**config.mk**
```make
export PLATFORM = sky130hd
export DESIGN_NAME = msi_cap_gen
export DESIGN_NICKNAME = d
export VERILOG_FILES = /design/src/rtl/msi_pkg.sv /design/src/rtl/msi_cfg_regs.sv /design/src/rtl/msi_vec_track.sv /design/src/rtl/msi_msg_out.sv /design/src/rtl/msi_cap_gen.sv
export SDC_FILE = /design/constraint.sdc
export NUM_CORES = 1
export LEC_CHECK = 0
export ABC_AREA = 1
export CORE_MARGIN = 8
export CORE_UTILIZATION = 46
export DETAILED_ROUTE_END_ITERATION = 10
export GPL_ROUTABILITY_DRIVEN = 0
export HOLD_SLACK_MARGIN = 0.05
export PLACE_DENSITY = 0.75
export REMOVE_ABC_BUFFERS = 1
export SLEW_MARGIN = 20
export SYNTH_ARGS = -nofsm -noshare
export SYNTH_HDL_FRONTEND = slang
export SYNTH_SLANG_ARGS = --single-unit
```
**constraint.sdc**
```tcl
create_clock -name clk -period 2.6 [get_ports clk]
set_input_delay 0.78 -clock clk [delete_from_list [all_inputs] [get_ports clk]]
set_output_delay 0.78 -clock clk [all_outputs]
set_load 0.05 [all_outputs]
```
**src/rtl/msi_pkg.sv**
```systemverilog
package msi_pkg;
   localparam logic [2:0] OFS_CTRL = 3'd0;
   localparam logic [2:0] OFS_ALO  = 3'd1;
   localparam logic [2:0] OFS_AHI  = 3'd2;
   localparam logic [2:0] OFS_DATA = 3'd3;
   localparam logic [2:0] OFS_MASK = 3'd4;
   localparam logic [2:0] OFS_PEND = 3'd5;

   localparam int CTL_EN   = 0;
   localparam int CTL_CAP  = 1;
   localparam int CTL_ENL  = 4;
   localparam int CTL_A64  = 7;
   localparam int CTL_PVM  = 8;

   function automatic logic [31:0] be_merge(input logic [31:0] old_v,
                                            input logic [31:0] new_v,
                                            input logic [3:0]  be);
      logic [31:0] r;
      for (int b = 0; b < 4; b++)
         r[b*8 +: 8] = be[b] ? new_v[b*8 +: 8] : old_v[b*8 +: 8];
      return r;
   endfunction

   function automatic logic [4:0] lowest_set(input logic [31:0] v);
      logic [4:0] r;
      r = '0;
      for (int i = 31; i >= 0; i--)
         if (v[i]) r = 5'(i);
      return r;
   endfunction
endpackage

```
**src/rtl/msi_cfg_regs.sv**
```systemverilog
module msi_cfg_regs import msi_pkg::*; #(
   parameter int VEC_LOG2_CAP = 3,
   parameter bit ADDR64       = 1'b1,
   parameter bit PER_VEC_MASK = 1'b1,
   localparam int NV = 1 << VEC_LOG2_CAP
) (
   input  logic          clk,
   input  logic          rst_n,
   input  logic          cfg_wr,
   input  logic [2:0]    cfg_addr,
   input  logic [3:0]    cfg_be,
   input  logic [31:0]   cfg_wdata,
   output logic [31:0]   cfg_rdata,
   input  logic [NV-1:0] pend_in,
   output logic          en_q,
   output logic [2:0]    en_log2_q,
   output logic [63:0]   addr_q,
   output logic [15:0]   data_q,
   output logic [NV-1:0] mask_q,
   output logic          trig_q
);
   localparam logic [2:0] CAP3 = 3'(VEC_LOG2_CAP);

   logic [31:0] alo_q, ahi_q;
   logic        ctl_hit, next_en;
   logic [2:0]  enl_w;

   assign ctl_hit = cfg_wr && (cfg_addr == OFS_CTRL);
   assign next_en = (ctl_hit && cfg_be[0]) ? cfg_wdata[CTL_EN] : en_q;
   assign enl_w   = (cfg_wdata[CTL_ENL +: 3] > CAP3) ? CAP3 : cfg_wdata[CTL_ENL +: 3];

   always_ff @(posedge clk) begin
      if (!rst_n) begin
         en_q      <= 1'b0;
         en_log2_q <= '0;
         alo_q     <= '0;
         data_q    <= '0;
         trig_q    <= 1'b0;
      end else begin
         if (ctl_hit && cfg_be[0]) begin
            en_q      <= cfg_wdata[CTL_EN];
            en_log2_q <= enl_w;
         end
         if (cfg_wr && cfg_addr == OFS_ALO)
            alo_q <= be_merge(alo_q, cfg_wdata, cfg_be) & ~32'h3;
         if (cfg_wr && cfg_addr == OFS_DATA)
            data_q <= be_merge({16'h0, data_q}, cfg_wdata, cfg_be) [15:0];
         trig_q <= next_en && (ctl_hit ||
                   (PER_VEC_MASK && cfg_wr && cfg_addr == OFS_MASK));
      end
   end

   generate
      if (ADDR64) begin : g_ahi
         always_ff @(posedge clk) begin
            if (!rst_n) ahi_q <= '0;
            else if (cfg_wr && cfg_addr == OFS_AHI)
               ahi_q <= be_merge(ahi_q, cfg_wdata, cfg_be);
         end
      end else begin : g_no_ahi
         assign ahi_q = '0;
      end

      if (PER_VEC_MASK) begin : g_mask
         logic [31:0] mask32;
         always_comb begin
            mask32 = '0;
            mask32[NV-1:0] = mask_q;
         end
         always_ff @(posedge clk) begin
            if (!rst_n) mask_q <= '0;
            else if (cfg_wr && cfg_addr == OFS_MASK)
               mask_q <= be_merge(mask32, cfg_wdata, cfg_be) [NV-1:0];
         end
      end else begin : g_no_mask
         assign mask_q = '0;
      end
   endgenerate

   assign addr_q = {ahi_q, alo_q};

   always_comb begin
      logic [31:0] ctl, m32, p32;
      ctl = '0;
      ctl[CTL_EN]         = en_q;
      ctl[CTL_CAP +: 3]   = CAP3;
      ctl[CTL_ENL +: 3]   = en_log2_q;
      ctl[CTL_A64]        = ADDR64;
      ctl[CTL_PVM]        = PER_VEC_MASK;
      m32 = '0;
      m32[NV-1:0] = mask_q;
      p32 = '0;
      p32[NV-1:0] = pend_in;
      case (cfg_addr)
         OFS_CTRL: cfg_rdata = ctl;
         OFS_ALO:  cfg_rdata = alo_q;
         OFS_AHI:  cfg_rdata = ahi_q;
         OFS_DATA: cfg_rdata = {16'h0, data_q};
         OFS_MASK: cfg_rdata = m32;
         OFS_PEND: cfg_rdata = p32;
         default:  cfg_rdata = '0;
      endcase
   end
endmodule

```
**src/rtl/msi_vec_track.sv**
```systemverilog
module msi_vec_track import msi_pkg::*; #(
   parameter int VEC_LOG2_CAP = 3,
   localparam int NV = 1 << VEC_LOG2_CAP
) (
   input  logic          clk,
   input  logic          rst_n,
   input  logic          en,
   input  logic [2:0]    en_log2,
   input  logic [NV-1:0] mask,
   input  logic          trig,
   input  logic          req,
   input  logic [4:0]    req_num,
   input  logic          take,
   output logic [NV-1:0] pend_q,
   output logic          sel_valid,
   output logic [4:0]    sel_vec,
   output logic          err_q
);
   logic [NV-1:0] queue_q, range_m, pend_c, queue_c, rp_cand, rq_cand;
   logic [NV-1:0] pend_n, queue_n, req_oh;
   logic [31:0]   mask32, oh32, pick32;
   logic [5:0]    cnt;
   logic          good, from_pend;

   assign cnt = 6'd1 << en_log2;

   always_comb begin
      for (int i = 0; i < NV; i++) range_m[i] = (6'(i) < cnt);
      mask32 = '0;
      mask32[NV-1:0] = mask;
      oh32   = 32'd1 << req_num;
      req_oh = oh32[NV-1:0];
      good   = req && en && ({1'b0, req_num} < cnt);

      pend_c  = trig ? (pend_q & range_m) : pend_q;
      queue_c = trig ? (queue_q & range_m) : queue_q;
      pend_c  = pend_c | (queue_c & mask);
      queue_c = queue_c & ~mask;

      rp_cand   = pend_c & ~mask & range_m;
      rq_cand   = queue_c & range_m;
      from_pend = |rp_cand;
      sel_valid = en && (from_pend || (|rq_cand));
      pick32 = '0;
      pick32[NV-1:0] = from_pend ? rp_cand : rq_cand;
      sel_vec = lowest_set(pick32);

      pend_n  = pend_c;
      queue_n = queue_c;
      if (take && sel_valid) begin
         if (from_pend) pend_n[sel_vec[VEC_LOG2_CAP > 0 ? VEC_LOG2_CAP-1 : 0 : 0]] = 1'b0;
         else           queue_n[sel_vec[VEC_LOG2_CAP > 0 ? VEC_LOG2_CAP-1 : 0 : 0]] = 1'b0;
      end
      if (good) begin
         if (mask32[req_num]) pend_n  = pend_n | req_oh;
         else                 queue_n = queue_n | req_oh;
      end
   end

   always_ff @(posedge clk) begin
      if (!rst_n) begin
         pend_q  <= '0;
         queue_q <= '0;
         err_q   <= 1'b0;
      end else begin
         pend_q  <= pend_n;
         queue_q <= queue_n;
         if (req && !good) err_q <= 1'b1;
      end
   end
endmodule

```
**src/rtl/msi_msg_out.sv**
```systemverilog
module msi_msg_out (
   input  logic        clk,
   input  logic        rst_n,
   input  logic        sel_valid,
   input  logic [4:0]  sel_vec,
   input  logic [63:0] addr_q,
   input  logic [15:0] data_q,
   input  logic [2:0]  en_log2,
   input  logic        ready,
   output logic        take,
   output logic        valid_q,
   output logic [63:0] addr_o,
   output logic [31:0] data_o
);
   logic [15:0] low_m, merged;

   assign take   = !valid_q || ready;
   assign low_m  = 16'((17'd1 << en_log2) - 17'd1);
   assign merged = (data_q & ~low_m) | ({11'h0, sel_vec} & low_m);

   always_ff @(posedge clk) begin
      if (!rst_n) begin
         valid_q <= 1'b0;
         addr_o  <= '0;
         data_o  <= '0;
      end else if (take) begin
         valid_q <= sel_valid;
         if (sel_valid) begin
            addr_o <= addr_q;
            data_o <= {16'h0, merged};
         end
      end
   end
endmodule

```
**src/rtl/msi_cap_gen.sv**
```systemverilog
module msi_cap_gen #(
   parameter int VEC_LOG2_CAP = 3,
   parameter bit ADDR64       = 1'b1,
   parameter bit PER_VEC_MASK = 1'b1
) (
   input  logic        clk,
   input  logic        rst_n,
   input  logic        cfg_wr,
   input  logic [2:0]  cfg_addr,
   input  logic [3:0]  cfg_be,
   input  logic [31:0] cfg_wdata,
   output logic [31:0] cfg_rdata,
   input  logic        vec_req,
   input  logic [4:0]  vec_num,
   output logic        msg_valid,
   input  logic        msg_ready,
   output logic [63:0] msg_addr,
   output logic [31:0] msg_data,
   output logic        intx_deassert,
   output logic        vec_err
);
   localparam int NV = 1 << VEC_LOG2_CAP;

   generate
      if (VEC_LOG2_CAP < 0 || VEC_LOG2_CAP > 5) begin : g_bad_cap
         $error("VEC_LOG2_CAP must lie in 0..5");
      end
   endgenerate

   logic          ctrl_en, trig, take, sel_valid;
   logic [2:0]    ctrl_enl;
   logic [63:0]   addr_q;
   logic [15:0]   data_q;
   logic [NV-1:0] mask_q, pend_q;
   logic [4:0]    sel_vec;

   msi_cfg_regs #(.VEC_LOG2_CAP(VEC_LOG2_CAP), .ADDR64(ADDR64),
                  .PER_VEC_MASK(PER_VEC_MASK)) u_regs (
      .clk(clk), .rst_n(rst_n), .cfg_wr(cfg_wr), .cfg_addr(cfg_addr),
      .cfg_be(cfg_be), .cfg_wdata(cfg_wdata), .cfg_rdata(cfg_rdata),
      .pend_in(pend_q), .en_q(ctrl_en), .en_log2_q(ctrl_enl),
      .addr_q(addr_q), .data_q(data_q), .mask_q(mask_q), .trig_q(trig));

   msi_vec_track #(.VEC_LOG2_CAP(VEC_LOG2_CAP)) u_track (
      .clk(clk), .rst_n(rst_n), .en(ctrl_en), .en_log2(ctrl_enl),
      .mask(mask_q), .trig(trig), .req(vec_req), .req_num(vec_num),
      .take(take), .pend_q(pend_q), .sel_valid(sel_valid),
      .sel_vec(sel_vec), .err_q(vec_err));

   msi_msg_out u_out (
      .clk(clk), .rst_n(rst_n), .sel_valid(sel_valid), .sel_vec(sel_vec),
      .addr_q(addr_q), .data_q(data_q), .en_log2(ctrl_enl),
      .ready(msg_ready), .take(take), .valid_q(msg_valid),
      .addr_o(msg_addr), .data_o(msg_data));

   assign intx_deassert = trig;
endmodule

```
==> flow_metrics.py, run 1 <==
metrics = {
    "final_layout": {
        "final_common_cell": "dfxtp_1",
        "fin_util": 0.691,
        "antenna_cells": 0,
        "num-nets-final": 1406,
        "final_cell_mix": "dfxtp_1 (186), a21oi_1 (172), nand2_1 (145), o21ai_0 (132), clkdlybuf4s50_1 (124)",
        "filler_cell_count": 1359,
        "drive_gt1_frac": 0.203,
        "final_area_mm2": 0.0124,
        "area_growth_syn_to_layout_pct": 47.6,
    },
    "cts": {
        "cts_tree": "built",
        "cts.sinks": 187,
        "clkTransAtPathRegs_ns": 0.07,
        "cts.path.max_buffers": 2,
        "root_buffer": "clkbuf_16",
        "holdBufCountCts": 0,
        "cts_buffers": 17,
        "clk_latency_ns": 0.43,
        "cts-htree-levels": 4,
    },
    "worst_setup_path": {
        "path_max_fanout": 3,
        "cpPeakStageDelay_ns": 0.25,
        "critPathCaptureType": "output port",
        "crit_required_ns": 1.82,
        "critPathLaunchType": "input port",
        "slowest_stage": "a221oi_2",
        "path_class": "in2out",
        "crit_chain": "buf_8, inv_6, buf_6, nor3_4, buf_4, a22oi_2, o21ai_2, a221oi_2, o21ai_2, buf_12",
        "cp.arrival_ns": 2.16,
        "crit_path_frequent_cell": "o21ai_2",
    },
    "sta": {
        "skew_ns": 0.0137,
        "finalWorstSetupSlack_ns": -0.337,
        "period_needed_ns": 2.94,
        "worst_pin_slew_ns": 0.655,
        "hold_viol_final": 0,
        "period_share": 1.13,
        "slew_headroom": 0.563,
        "final-max-slew-violation-count": 0,
        "report.final.setup_viol": 32,
        "clock.fmax_ghz": 0.340,
        "rsz0062_at_grt": "yes",
    },
    "place": {
        "dpl_cell_area_mm2": 0.0109,
        "portBuffers": 161,
        "hpwl_um": 19500,
        "place_ws_ns": -0.826,
    },
    "global_routing": {
        "grt_overflow": 0,
        "grt_max_degree": 124,
        "antenna_found_initial": 0,
        "grt_first_pass_wirelength_um": 43400,
        "grt_pass1_vias": 8384,
        "grt_usage": 0.240,
    },
    "synthesis": {
        "yosysWarnings": 0,
        "ys_types": 42,
        "ys_seq_area_frac": 0.447,
        "syn_avg_cell_area_um2": 7.43,
        "synth_seq_cells": 187,
        "synth_area_mm2": 0.00838,
        "syn_inst": 1128,
    },
    "drt": {
        "drtIter0Drc": 779,
        "wl_um": 30200,
        "postRouteAntennaNets": 0,
        "wl_per_cell_um": 19.0,
        "vias_per_cell": 5.63,
        "num_vias": 8933,
        "drc_errors": 0,
        "drt_first_pass_iters": 5,
    },
    "power": {
        "cellPowerDensity_mw_per_mm2": 488,
        "power_leakage_nw": 4.66,
        "ir_drop_mv": 0.464,
    },
    "die": {
        "rows": 49,
        "core-area_mm2": 0.0179,
        "initial_core_util": 0.468,
        "die_w_um": 151,
        "die_h_um": 151,
        "die_area_mm2": 0.0228,
        "io_pins": 180,
    },
    "worst_hold_path": {
        "hp-class": "reg2reg",
    },
    "run": {
        "maxCapViolations": 0,
    },
    "outcome": {
        "violations": "negative setup slack",
        "status": "complete, but fails checks",
    },
}
-- critical path, delay by kind of cell --
kind / cells / cell delay, ns
AO/OA/AOI/OAI: 4 / 0.76
buffers and inverters: 5 / 0.58
AND/OR/NAND/NOR: 1 / 0.04
-- report_power, final --
group / internal (mW) / switching (mW) / leakage, nW / total, mW
combinational: 0.223 / 0.352 / 2.88 / 0.575
clock: 1.28 / 1.27 / 0.274 / 2.55
sequential: 2.89 / 0.0200 / 1.51 / 2.91
-- stage by stage --
stage	TNS (ns)	hold slack [ns]	std cells	total power, mW
finish	-2.95	0.465	1587	6.03
global route	-4.15	0.481	1587	6.21
CTS	-2.00	0.468	1581	6.00
floorplan	-87.06	0.444	1074	3.19
detailed placement	-45.52	0.457	1536	3.46
global placement	-37.34	0.449	1536	3.45
-- routing by layer --
| metal | global-route usage | vias to the layer above | wire, µm |
|---|---|---|---|
| li1 | - | 4185 | - |
| met1 | 0.280 | 4155 | 11800 |
| met2 | 0.391 | 484 | 14100 |
| met3 | 0.0777 | 109 | 2980 |
| met4 | 0.117 | 0 | 1340 |
| met5 | 0 | - | 0 |
-- cells in the mapped netlist --
library cell,n,area (µm²)
o31ai_1,1,7.51
nor3_1,9,45.0
buf_6,8,90.1
o21ai_0,145,726
buf_1,3,11.3
xor2_1,1,8.76
nor2_2,4,25.0
a21oi_1,175,876
inv_1,127,477
inv_2,7,26.3
nand3_1,47,235
nor2_4,2,22.5
a211oi_1,2,15.0
nor2_1,94,353
o22ai_1,21,131
nand3_2,6,60.1
nand3_4,2,35.0
nand3b_1,1,7.51
nand2_1,154,578
dfxtp_1,187,3740
o2111ai_1,3,26.3
o21bai_1,1,7.51
a31o_2,1,8.76
nand4_4,1,21.3
clkbuf_1,36,135
buf_4,18,135
nand2_4,3,33.8
nand4_1,14,87.6
nand3b_2,1,11.3
nand2_2,5,31.3
o211ai_1,9,67.6
buf_2,6,30.0
nor3_2,1,10.0
nor4_1,3,18.8
conb_1,1,3.75
o21ai_1,5,25.0
a31oi_2,1,12.5
ha_1,12,150
o221ai_1,3,26.3
clkinv_1,1,3.75
a22oi_1,4,30.0
a221oi_1,3,26.3
-- area by class of cell --
cell class	count	area, µm²	share of cell area
multi-input combinational	752	4330	0.350
inverter	135	519	0.0420
sequential	187	3740	0.303
clock buffer	17	425	0.0344
timing repair buffer	252	2910	0.235
clock inverter	15	149	0.0120
tap	229	287	0.0232
-- registers in the layout (all words and copies together) (netlist names) --
name and flops:
u_out.data_o 16, u_regs.mask_q 8, u_track.pend_q 8, u_regs.ahi_q 32, u_out.valid_q 1, u_regs.data_q 16
u_regs.en_q 1, u_regs.alo_q 30, u_regs.trig_q 1, u_out.addr_o 62, u_track.err_q 1, u_regs.en_log2_q 3
u_track.queue_q 8
-- timing repair --
action / in CTS / in global routing
setup buffers: 14 / 5
pin swaps: 12 / 18
gates resized for setup: 96 / 82
endpoints found under the hold margin: 0 / 0
gates cloned: 0 / 3
setup endpoints to repair: 38 / 126
-- path summary, 6_finish.rpt --
path	startpoint	endpoint	slack (ns)	cells after the start
worst max-delay path	cfg_addr[1]	cfg_rdata[5]	-0.34	10
worst min-delay path	u_out.data_o[13]	u_out.data_o[13]	0.47	2
worst max register to register	u_regs.en_log2_q[1]	u_track.pend_q[3]	0.13	19
worst min register to register	u_out.data_o[13]	u_out.data_o[13]	0.47	2
-- logic make-up after synthesis --
group                    after synthesis  share of synthesized area
AO/OA/AOI/OAI                        374                      0.237
XOR/XNOR                               1                    0.00105
adder cells (fa/ha/maj)               12                     0.0179
buffers and inverters                206                      0.108
flip-flops                           187                      0.447
other                                  1                   0.000448
AND/OR/NAND/NOR                      347                      0.188
Power figures use the tool's default switching activity.
==> run 2: changes to the inputs <==
- SLEW_MARGIN: 20 -> unset
==> results of run 2 <==
Same layout as run 1: the final DEF is identical, and so are final timing and power.
